<file path="src/rtl/simd_lane_enable_pkg.sv">
package simd_lane_enable_pkg;
    typedef enum logic [1:0] {
        DW_QUARTER = 2'd0,
        DW_HALF    = 2'd1,
        DW_FULL    = 2'd2,
        DW_FULL_X  = 2'd3
    } disp_width_e;

    function automatic int width_lanes(input logic [1:0] code, input int lanes);
        case (disp_width_e'(code))
            DW_QUARTER: return lanes / 4;
            DW_HALF:    return lanes / 2;
            default:    return lanes;
        endcase
    endfunction
endpackage

</file>
<file path="src/rtl/lane_size_dec.sv">
module lane_size_dec #(
    parameter int LANES  = 32,
    parameter int CODE_W = 3,
    parameter int CNT_W  = $clog2(LANES) + 1
) (
    input  logic [CODE_W-1:0] code,
    output logic [CNT_W-1:0]  count,
    output logic              legal
);
    localparam int MAX_CODE = $clog2(LANES);

    always_comb begin
        legal = (int'(code) <= MAX_CODE);
        count = legal ? (CNT_W'(1) << code) : '0;
    end
endmodule

</file>
<file path="src/rtl/lane_window.sv">
module lane_window #(
    parameter int LANES = 32,
    parameter int OFF_W = 3,
    parameter int STEP  = 4,
    parameter int CNT_W = $clog2(LANES) + 1
) (
    input  logic [OFF_W-1:0] off_code,
    input  logic [CNT_W-1:0] count,
    input  logic             legal,
    input  logic [CNT_W-1:0] width,
    output logic [LANES-1:0] window,
    output logic             err_align,
    output logic             err_range
);
    localparam int EW = CNT_W + 2;

    logic [EW-1:0] start_v;
    logic [EW-1:0] end_v;
    logic [EW-1:0] cnt_v;

    always_comb begin
        cnt_v     = EW'(count);
        start_v   = EW'(off_code) * EW'(STEP);
        end_v     = start_v + cnt_v;
        err_align = legal && ((start_v & (cnt_v - EW'(1))) != '0);
        err_range = legal && (end_v > EW'(width));
    end

    for (genvar c = 0; c < LANES; c++) begin : g_lane
        assign window[c] = legal && (EW'(c) >= start_v) && (EW'(c) < end_v);
    end
endmodule

</file>
<file path="src/rtl/lane_mask_reg.sv">
module lane_mask_reg
    import simd_lane_enable_pkg::*;
#(
    parameter int LANES = 32,
    parameter int CNT_W = $clog2(LANES) + 1
) (
    input  logic             clk,
    input  logic             rst_n,
    input  logic             disp_valid,
    input  logic [1:0]       disp_width,
    input  logic             upd_valid,
    input  logic [LANES-1:0] upd_data,
    output logic [LANES-1:0] mask_q,
    output logic [CNT_W-1:0] width_q
);
    typedef struct packed {
        logic [LANES-1:0] mask;
        logic [CNT_W-1:0] width;
    } mreg_t;

    mreg_t st_d, st_q;

    function automatic logic [LANES-1:0] low_ones(input logic [CNT_W-1:0] w);
        logic [LANES-1:0] o;
        for (int c = 0; c < LANES; c++) o[c] = (c < int'(w));
        return o;
    endfunction

    always_comb begin
        st_d = st_q;
        if (disp_valid) begin
            st_d.width = CNT_W'(width_lanes(disp_width, LANES));
            st_d.mask  = low_ones(st_d.width);
        end else if (upd_valid) begin
            st_d.mask  = upd_data & low_ones(st_q.width);
        end
    end

    always_ff @(posedge clk or negedge rst_n) begin
        if (!rst_n) begin
            st_q.mask  <= '0;
            st_q.width <= CNT_W'(LANES / 4);
        end else begin
            st_q <= st_d;
        end
    end

    assign mask_q  = st_q.mask;
    assign width_q = st_q.width;
endmodule

</file>
<file path="src/rtl/simd_lane_enable.sv">
module simd_lane_enable #(
    parameter int LANES  = 32,
    parameter int SIZE_W = 3,
    parameter int CTRL_W = 4,
    parameter int STEP   = 4
) (
    input  logic              clk,
    input  logic              rst_n,
    input  logic              disp_valid,
    input  logic [1:0]        disp_width,
    input  logic              mask_upd_valid,
    input  logic [LANES-1:0]  mask_upd_data,
    input  logic              issue_valid,
    input  logic [SIZE_W-1:0] issue_size,
    input  logic [CTRL_W-1:0] issue_ctrl,
    input  logic [LANES-1:0]  issue_pred,
    input  logic              issue_pred_inv,
    output logic [LANES-1:0]  lane_en_q,
    output logic              out_valid_q,
    output logic              err_size_q,
    output logic              err_align_q,
    output logic              err_range_q,
    output logic [LANES-1:0]  exec_mask_q
);
    localparam int CNT_W = $clog2(LANES) + 1;
    localparam int OFF_W = CTRL_W - 1;

    typedef struct packed {
        logic [LANES-1:0] en;
        logic             valid;
        logic             e_size;
        logic             e_align;
        logic             e_range;
    } out_t;

    out_t st_d, st_q;

    logic [CNT_W-1:0] count;
    logic             legal;
    logic [CNT_W-1:0] width;
    logic [LANES-1:0] window;
    logic             w_align;
    logic             w_range;

    lane_mask_reg #(.LANES(LANES), .CNT_W(CNT_W)) u_mask (
        .clk        (clk),
        .rst_n      (rst_n),
        .disp_valid (disp_valid),
        .disp_width (disp_width),
        .upd_valid  (mask_upd_valid),
        .upd_data   (mask_upd_data),
        .mask_q     (exec_mask_q),
        .width_q    (width)
    );

    lane_size_dec #(.LANES(LANES), .CODE_W(SIZE_W), .CNT_W(CNT_W)) u_size (
        .code  (issue_size),
        .count (count),
        .legal (legal)
    );

    lane_window #(.LANES(LANES), .OFF_W(OFF_W), .STEP(STEP), .CNT_W(CNT_W)) u_win (
        .off_code  (issue_ctrl[OFF_W-1:0]),
        .count     (count),
        .legal     (legal),
        .width     (width),
        .window    (window),
        .err_align (w_align),
        .err_range (w_range)
    );

    always_comb begin
        logic [LANES-1:0] sel;
        logic [LANES-1:0] pred_eff;
        logic             bad;
        pred_eff      = issue_pred ^ {LANES{issue_pred_inv}};
        sel           = issue_ctrl[CTRL_W-1] ? {LANES{1'b1}} : exec_mask_q;
        st_d.valid    = issue_valid;
        st_d.e_size   = issue_valid && !legal;
        st_d.e_align  = issue_valid && w_align;
        st_d.e_range  = issue_valid && w_range;
        bad           = st_d.e_size || st_d.e_align || st_d.e_range;
        st_d.en       = (issue_valid && !bad) ? (window & sel & pred_eff) : '0;
    end

    always_ff @(posedge clk or negedge rst_n) begin
        if (!rst_n) st_q <= '0;
        else        st_q <= st_d;
    end

    assign lane_en_q   = st_q.en;
    assign out_valid_q = st_q.valid;
    assign err_size_q  = st_q.e_size;
    assign err_align_q = st_q.e_align;
    assign err_range_q = st_q.e_range;
endmodule

</file>
<file path="config.mk">
export PLATFORM = sky130hd
export DESIGN_NAME = simd_lane_enable
export DESIGN_NICKNAME = d
export VERILOG_FILES = /design/src/rtl/simd_lane_enable_pkg.sv /design/src/rtl/lane_size_dec.sv /design/src/rtl/lane_window.sv /design/src/rtl/lane_mask_reg.sv /design/src/rtl/simd_lane_enable.sv
export SDC_FILE = /design/constraint.sdc
export NUM_CORES = 1
export LEC_CHECK = 0
export ABC_AREA = 1
export BUFFER_PORTS_ARGS = -buffer_cell sky130_fd_sc_hd__buf_2
export CAP_MARGIN = 20
export CORE_UTILIZATION = 52
export CTS_CLUSTER_DIAMETER = 120
export CTS_CLUSTER_SIZE = 40
export DETAILED_ROUTE_END_ITERATION = 8
export PLACE_DENSITY = 0.81
export SYNTH_ARGS = -nofsm -noshare
export SYNTH_HDL_FRONTEND = slang
export SYNTH_HIERARCHICAL = 1
export SYNTH_SLANG_ARGS = --single-unit
</file>
<file path="constraint.sdc">
create_clock -name clk -period 2.1 [get_ports clk]
set_input_delay 0.21 -clock clk [delete_from_list [all_inputs] [get_ports clk]]
set_output_delay 0.21 -clock clk [all_outputs]
set_load 0.02 [all_outputs]
</file>
==> impl_metrics.json, run 1 <==
{
  "nFillCells": 771,
  "crit_arrival_ns": 2.47,
  "fin_util": 0.697,
  "min_period_over_period": 1.04,
  "start_util": 0.538,
  "clk_path_buf_depth": 2,
  "skew_ns": 0.0110,
  "period_minus_slack_ns": 2.19,
  "grt_pass1_wl_um": 21400,
  "syn_area_per_cell_um2": 6.39,
  "dieArea_um2": 9460,
  "cp_cell_sequence": "buf_12, inv_12, nand2_4, nor2_4, ha_4, fa_1, ha_1, nand2_1, nor2_1, nand3_1, o21bai_1, a21oi_2, nor2_2, nand3_4, clkbuf_16, nor2_2",
  "cts_tree": "done",
  "worst_pin_slew_ns": 0.525,
  "cts.clk_slew.worst_paths_ns": 0.08,
  "postLayoutSetupSlackWorst_ns": -0.0880,
  "r2r_end": "lane_en_q[15]$_DFF_PN0_",
  "synth_compound_area_frac": 0.0427,
  "hold_ws_ns": 0.0540,
  "viasPerCell": 4.88,
  "stdcell_area_um2": 6100,
  "final_nets": 999,
  "max_stage_delay_ns": 0.44,
  "crit_fanout": 10,
  "diodes": 0,
  "port_buffers": 146,
  "place_area_um2": 5690,
  "final_max_slew_viol_count": 0,
  "dp_cells": 1002,
  "core_um2": 8760,
  "synth_mux_area_frac": 0,
  "die_y_um": 97.2,
  "finalHoldViolCount": 0,
  "min_from": "issue_valid",
  "synthSimpleGateAreaFrac": 0.406,
  "power_mw": 3.82,
  "routed_wirelength_um": 12900,
  "grt_use_total": 0.281,
  "relSlewSlack": 0.647,
  "reg2regPathDepth": 11,
  "firstDrtPassIters": 5,
  "p_leak_nw": 3.60,
  "hp-class": "input port to flop",
  "end_kind": "flop",
  "crit_type": "input port to flop",
  "powerDensity_nw_per_um2": 625,
  "whs_path_depth": 1,
  "setup_viol": 32,
  "drive_gt1_frac": 0.286,
  "gr-total-overflow": 0,
  "via_count": 4995,
  "hold_end": "out_valid_q$_DFF_PN0_",
  "drtAntennaViolNets": 0,
  "place_ws_ns": -0.481,
  "ys_seq_elements": 71,
  "synth_top_family_by_area": "simple AND/OR/NAND/NOR gates",
  "multiInputGateArea_um2": 2410,
  "grt_antenna_before_repair": 0,
  "slowest_stage": "fa_1",
  "clockRootBuffer": "clkbuf_8",
  "ys.warnings.count": 6,
  "drt_iter0_markers": 212,
  "grt_pass1_vias": 4681,
  "grt_max_degree": 72,
  "clock-sinks": 71,
  "cts_buffers": 9,
  "ff_latch_area_um2": 1780,
  "place_hpwl_um": 9440,
  "synth_adder_area_share": 0.0281,
  "area_growth_pct": 29.4,
  "setup.worst_path.start_class": "input port",
  "drv_cap": 0,
  "max-vdd-ir-drop_v": 0.000361,
  "die_x_um": 97.2,
  "cp_common_cell": "nor2_2",
  "drc": 0,
  "num_io_pins": 147,
  "htreeDepth": 3,
  "synth.distinct_cells": 28,
  "num_rows": 34,
  "syn_inst": 738,
  "synth-seq-area-share": 0.377,
  "syn-cell-area_um2": 4720,
  "rsz0062_at_grt": "true",
  "violations": "setup timing",
  "required_ns": 2.38,
  "status": "complete, but fails checks",
  "final_cells": 1023,
  "r2r_setup_slack_ns": 0.09,
  "tns_ns": -2.16,
  "wl_per_cell_um": 12.6,
  "clk_latency_ns": 0.35,
  "fmax_ghz": 0.457,
  "r2r_start": "u_mask/width_q[3]$_DFFE_PN1P_",
  "synthXorXnorAreaFrac": 0,
  "gp_congestion": 0.905
}
==> cells by family (layout without fill, tap and decap cells) <==
kind of cell / count (synthesis) / in the layout
and+or+nand+nor: 465 / 465
buffers and inverters: 154 / 329
DFF: 71 / 71
AOI/OAI and AO/OA: 37 / 37
adders and majority gates: 10 / 10
other: 1 / 3
==> flip-flops by register name, indices dropped and copies added, names as in the netlist <==
register and cells:
out_valid_q 1, err_size_q 1, err_range_q 1, u_mask/mask_q 32
u_mask/width_q 3, lane_en_q 32, err_align_q 1
==> layer usage <==
metal,vias up,part of all wire,track usage
li1,2532,-,-
met5,-,0,0
met3,28,0.068,0.0432
met2,201,0.46,0.439
met4,0,0.024,0.112
met1,2234,0.44,0.394
==> power breakdown <==
part,switching (mW),leakage (nW),internal (mW)
Sequential,0.0691,0.908,1.45
Clock,0.539,0.104,0.672
Combinational,0.688,2.59,0.397
Total,1.30,3.60,2.52
==> area by class of cell <==
type / count / area share
well taps: 108 / 0.0221
multi-input cells: 515 / 0.395
clock inverters: 5 / 0.0133
flip-flops and latches: 71 / 0.291
clock buffers: 11 / 0.0215
inverters: 132 / 0.0840
repair buffers: 181 / 0.173
==> synthesized netlist by cell type, drive strengths merged <==
master,count,area share
nand2,238,0.20
nor2,181,0.16
inv,132,0.11
dfrtp,70,0.37
nand3,35,0.038
a21oi,30,0.033
buf,21,0.038
nand4,11,0.015
ha,9,0.024
o21ai,3,0.0032
o21bai,2,0.0032
a31oi,1,0.0013
clkbuf,1,0.00079
conb,1,0.00079
dfstp,1,0.0056
fa,1,0.0042
o21a,1,0.0016
==> cell usage in the layout (no fill, tap or decap), types with 7 or more instances in the layout <==
cell type,count
nand4_1,11
a21oi_1,26
dfrtp_1,70
nand2_1,231
buf_4,30
nand3_1,33
nor2_2,42
buf_2,145
clkbuf_8,9
inv_1,127
nor2_1,134
ha_1,7
==> worst max-delay path by stage <==
stage / start / to / cells after the start
after CTS: issue_size[2] / lane_en_q[23]$_DFF_PN0_ / 16
after detailed placement: issue_size[2] / lane_en_q[16]$_DFF_PN0_ / 16
after global routing: issue_size[2] / lane_en_q[7]$_DFF_PN0_ / 16
after global placement: issue_size[2] / lane_en_q[16]$_DFF_PN0_ / 16
final: issue_size[2] / lane_en_q[15]$_DFF_PN0_ / 16
after floorplan: issue_size[2] / lane_en_q[10]$_DFF_PN0_ / 15
==> worst max-delay path, delay by kind of cell <==
kind	cells	cell delay (ns)
adder cells (fa/ha/maj)	3	0.90
AND/OR/NAND/NOR	8	0.76
buffers and inverters	3	0.36
AO/OA/AOI/OAI	2	0.24
==> repair_timing <==
item                                   CTS  global route
setup endpoints to repair               32            32
endpoints found under the hold margin   70             0
pin swaps                                5             5
cloned                                   1             1
setup buffers                            2             0
hold buffers                             1             0
gates resized for setup                 14            29
Power figures use the tool's default switching activity.
==> inputs of run 2 (changes only) <==
--- a/config.mk
+++ b/config.mk
@@ -5,10 +5,9 @@
 export SDC_FILE = /design/constraint.sdc
 export NUM_CORES = 1
 export LEC_CHECK = 0
-export ABC_AREA = 1
 export BUFFER_PORTS_ARGS = -buffer_cell sky130_fd_sc_hd__buf_2
 export CAP_MARGIN = 20
-export CORE_UTILIZATION = 52
+export CORE_UTILIZATION = 51
 export CTS_CLUSTER_DIAMETER = 120
 export CTS_CLUSTER_SIZE = 40
 export DETAILED_ROUTE_END_ITERATION = 8
==> impl_metrics.json, run 2 <==
{
  "status": "complete, but fails checks",
  "violations": "setup timing",
  "start_util": 0.526,
  "gr-total-overflow": 0,
  "min_from": "issue_valid",
  "fin_util": 0.712,
  "drt_iter0_markers": 398,
  "whs_path_depth": 1,
  "max-vdd-ir-drop_v": 0.000398,
  "grt_util_met1": 0.371,
  "synthSimpleGateAreaFrac": 0.221,
  "reg2regPathDepth": 9,
  "grt_max_degree": 47,
  "clock-sinks": 71,
  "clk_path_buf_depth": 2,
  "grt_pass1_wl_um": 19100,
  "skew_ns": 0.00579,
  "busiest_layer": "met2",
  "postLayoutSetupSlackWorst_ns": -0.514,
  "gp_congestion": 1.04,
  "core_um2": 8220,
  "required_ns": 2.31,
  "htreeDepth": 3,
  "hp-class": "input port to flop",
  "grt_pass1_vias": 3893,
  "slowest_stage": "ha_1",
  "r2r_end": "lane_en_q[27]$_DFF_PN0_",
  "clockRootBuffer": "clkbuf_8",
  "num_rows": 33,
  "die_x_um": 94.0,
  "max_stage_delay_ns": 0.34,
  "power_frac_seq": 0.401,
  "crit_family": "compound AO/OA/AOI/OAI gates",
  "worst_pin_slew_ns": 0.919,
  "switchingPower_mw": 1.23,
  "synth_compound_area_frac": 0.184,
  "routed_wirelength_um": 12700,
  "syn_inst": 428,
  "yosysTopAreaCell": "dfrtp_1",
  "synth_mux_area_frac": 0.00261,
  "synth.distinct_cells": 58,
  "setup_viol": 33,
  "grt_use_total": 0.285,
  "firstDrtPassIters": 7,
  "num_io_pins": 147,
  "stdcell_area_um2": 5850,
  "ys.warnings.count": 6,
  "synth.area.top_cells": "dfrtp_1, xnor2_1, nor3_2",
  "final_max_slew_viol_count": 0,
  "synth_ff_type": "dfrtp_1",
  "powerDensity_nw_per_um2": 655,
  "crit_arrival_ns": 2.82,
  "finalHoldViolCount": 0,
  "synth_top_family_by_area": "simple AND/OR/NAND/NOR gates",
  "cp_cell_sequence": "buf_8, and3b_2, ha_4, a21o_4, a21oi_2, xnor2_1, ha_1, inv_1, o311ai_1, o21ai_1, a31oi_2, nand4bb_4, bufbuf_16, nor3_2",
  "drive_gt1_frac": 0.441,
  "synth_edf_count": 0,
  "met2_usage": 0.473,
  "synth-seq-area-share": 0.412,
  "final_common_cell": "buf_2",
  "pwr-share-clk": 0.313,
  "drc": 0,
  "min_period_over_period": 1.24,
  "wl_per_cell_um": 17.7,
  "synth_adder_area_share": 0.0307,
  "grt_antenna_before_repair": 1,
  "synthTopCellsByCount": "dfrtp_1, o21ai_0, xnor2_1",
  "synthXorXnorAreaFrac": 0.0791,
  "cts_buffers": 9,
  "layout_common_cells": "buf_2, dfrtp_1, buf_4",
  "syn_area_per_cell_um2": 10.1,
  "setup.worst_path.start_class": "input port",
  "crit_type": "input port to flop",
  "path_buf_inv": 3,
  "dp_cells": 693,
  "p_leak_nw": 2.77,
  "end_kind": "flop",
  "yosysTopAreaCellShare": 0.405,
  "place_area_um2": 5410,
  "final_cells": 718,
  "clk_latency_ns": 0.34,
  "place_hpwl_um": 9420,
  "r2r_start": "u_mask/width_q[3]$_DFFE_PN1P_",
  "power_mw": 3.83,
  "use_met3": 0.0461,
  "final_nets": 696,
  "relSlewSlack": 0.387,
  "period_minus_slack_ns": 2.61,
  "cts.clk_slew.worst_paths_ns": 0.08,
  "hold_end": "out_valid_q$_DFF_PN0_",
  "viasPerCell": 5.73,
  "synthArstFlopShare": 1.00,
  "die_y_um": 94.0,
  "drtAntennaViolNets": 0,
  "drv_cap": 0,
  "syn-cell-area_um2": 4320,
  "netSwitchingFraction": 0.322,
  "crit_fanout": 6,
  "rsz0062_at_grt": "true",
  "fmax_ghz": 0.383,
  "internal_power_mw": 2.60,
  "cts_tree": "done",
  "ys_seq_elements": 71,
  "r2r_setup_slack_ns": -0.21,
  "area_growth_pct": 35.5,
  "synth_most_common_cell": "dfrtp_1",
  "dieArea_um2": 8840,
  "power_frac_comb": 0.287,
  "via_count": 4111,
  "port_buffers": 146
}
## run 2: cell types whose count changed after synthesis, sizes merged, moves of 10 or more
cell / previous run / this run
nand2: 238 / 9
nor3: 0 / 33
and3b: 0 / 10
nand3: 35 / 15
nor2: 181 / 11
o21ai: 3 / 43
nand2b: 0 / 16
inv: 132 / 20
xnor2: 0 / 35
a221o: 0 / 16
## run 2: stage by stage
stage | hold WS (ns) | setup TNS [ns] | setup WS [ns]
floorplan | -0.0856 | -13.35 | -0.437
global placement | 0.263 | -22.85 | -0.762
detailed placement | 0.282 | -25.02 | -0.844
CTS | 0.0518 | -12.06 | -0.407
global route | 0.0523 | -18.94 | -0.626
finish | 0.0582 | -15.57 | -0.514
## run 2: worst max path at each step
stage / startpoint / endpoint / slack [ns] / depth (start not counted)
3_3_place_gp: issue_size[0] / lane_en_q[1]$_DFF_PN0_ / -0.76 / 12
4_1_cts: issue_size[2] / lane_en_q[23]$_DFF_PN0_ / -0.41 / 14
6_report: issue_size[2] / lane_en_q[23]$_DFF_PN0_ / -0.51 / 14
2_1_floorplan: issue_size[0] / lane_en_q[13]$_DFF_PN0_ / -0.44 / 10
5_1_grt: issue_size[2] / lane_en_q[19]$_DFF_PN0_ / -0.63 / 13
3_5_place_dp: issue_size[2] / lane_en_q[5]$_DFF_PN0_ / -0.84 / 14
## run 2: layout make-up
| class | count | area [um2] |
|---|---|---|
| antenna | 1 | 2.50 |
| timing repair buffer | 199 | 1270 |
| inverter | 20 | 75.1 |
| clock inverter | 7 | 95.1 |
| fill | 592 | 2360 |
| sequential | 71 | 1780 |
| multi-input combinational | 306 | 2370 |
| clock buffer | 9 | 124 |
| tap | 105 | 131 |
## run 2: layer usage
metal / vias to the layer above / share of wire
li1: 1909 / -
met1: 1977 / 0.40
met2: 195 / 0.51
met3: 30 / 0.065
met4: 0 / 0.028
met5: - / 0
## run 2: cell families after synthesis
logic type | after synthesis
AOI/OAI and AO/OA | 121
xor gates and xnor gates | 39
adders and majority gates | 10
buffers and inverters | 53
DFF | 71
muxes | 1
other | 1
and+or+nand+nor | 132
## run 2: power by group through the flow
stage | registers, mW | clock network (mW) | logic, mW
floorplan | 1.63 | 0 | 0.523
global placement | 1.55 | 0 | 0.965
detailed placement | 1.56 | 0 | 0.988
CTS | 1.53 | 1.20 | 1.04
global route | 1.54 | 1.27 | 1.18
finish | 1.54 | 1.20 | 1.10
## run 2: timing repair
action / 4_1_cts / 5_1_grt
pin swaps: 4 / 2
setup buffers: 2 / 3
hold buffers: 1 / 0
cloned: 1 / 1
endpoints found under the hold margin: 25 / 0
gates resized for setup: 14 / 9
endpoints found under the setup margin: 32 / 33
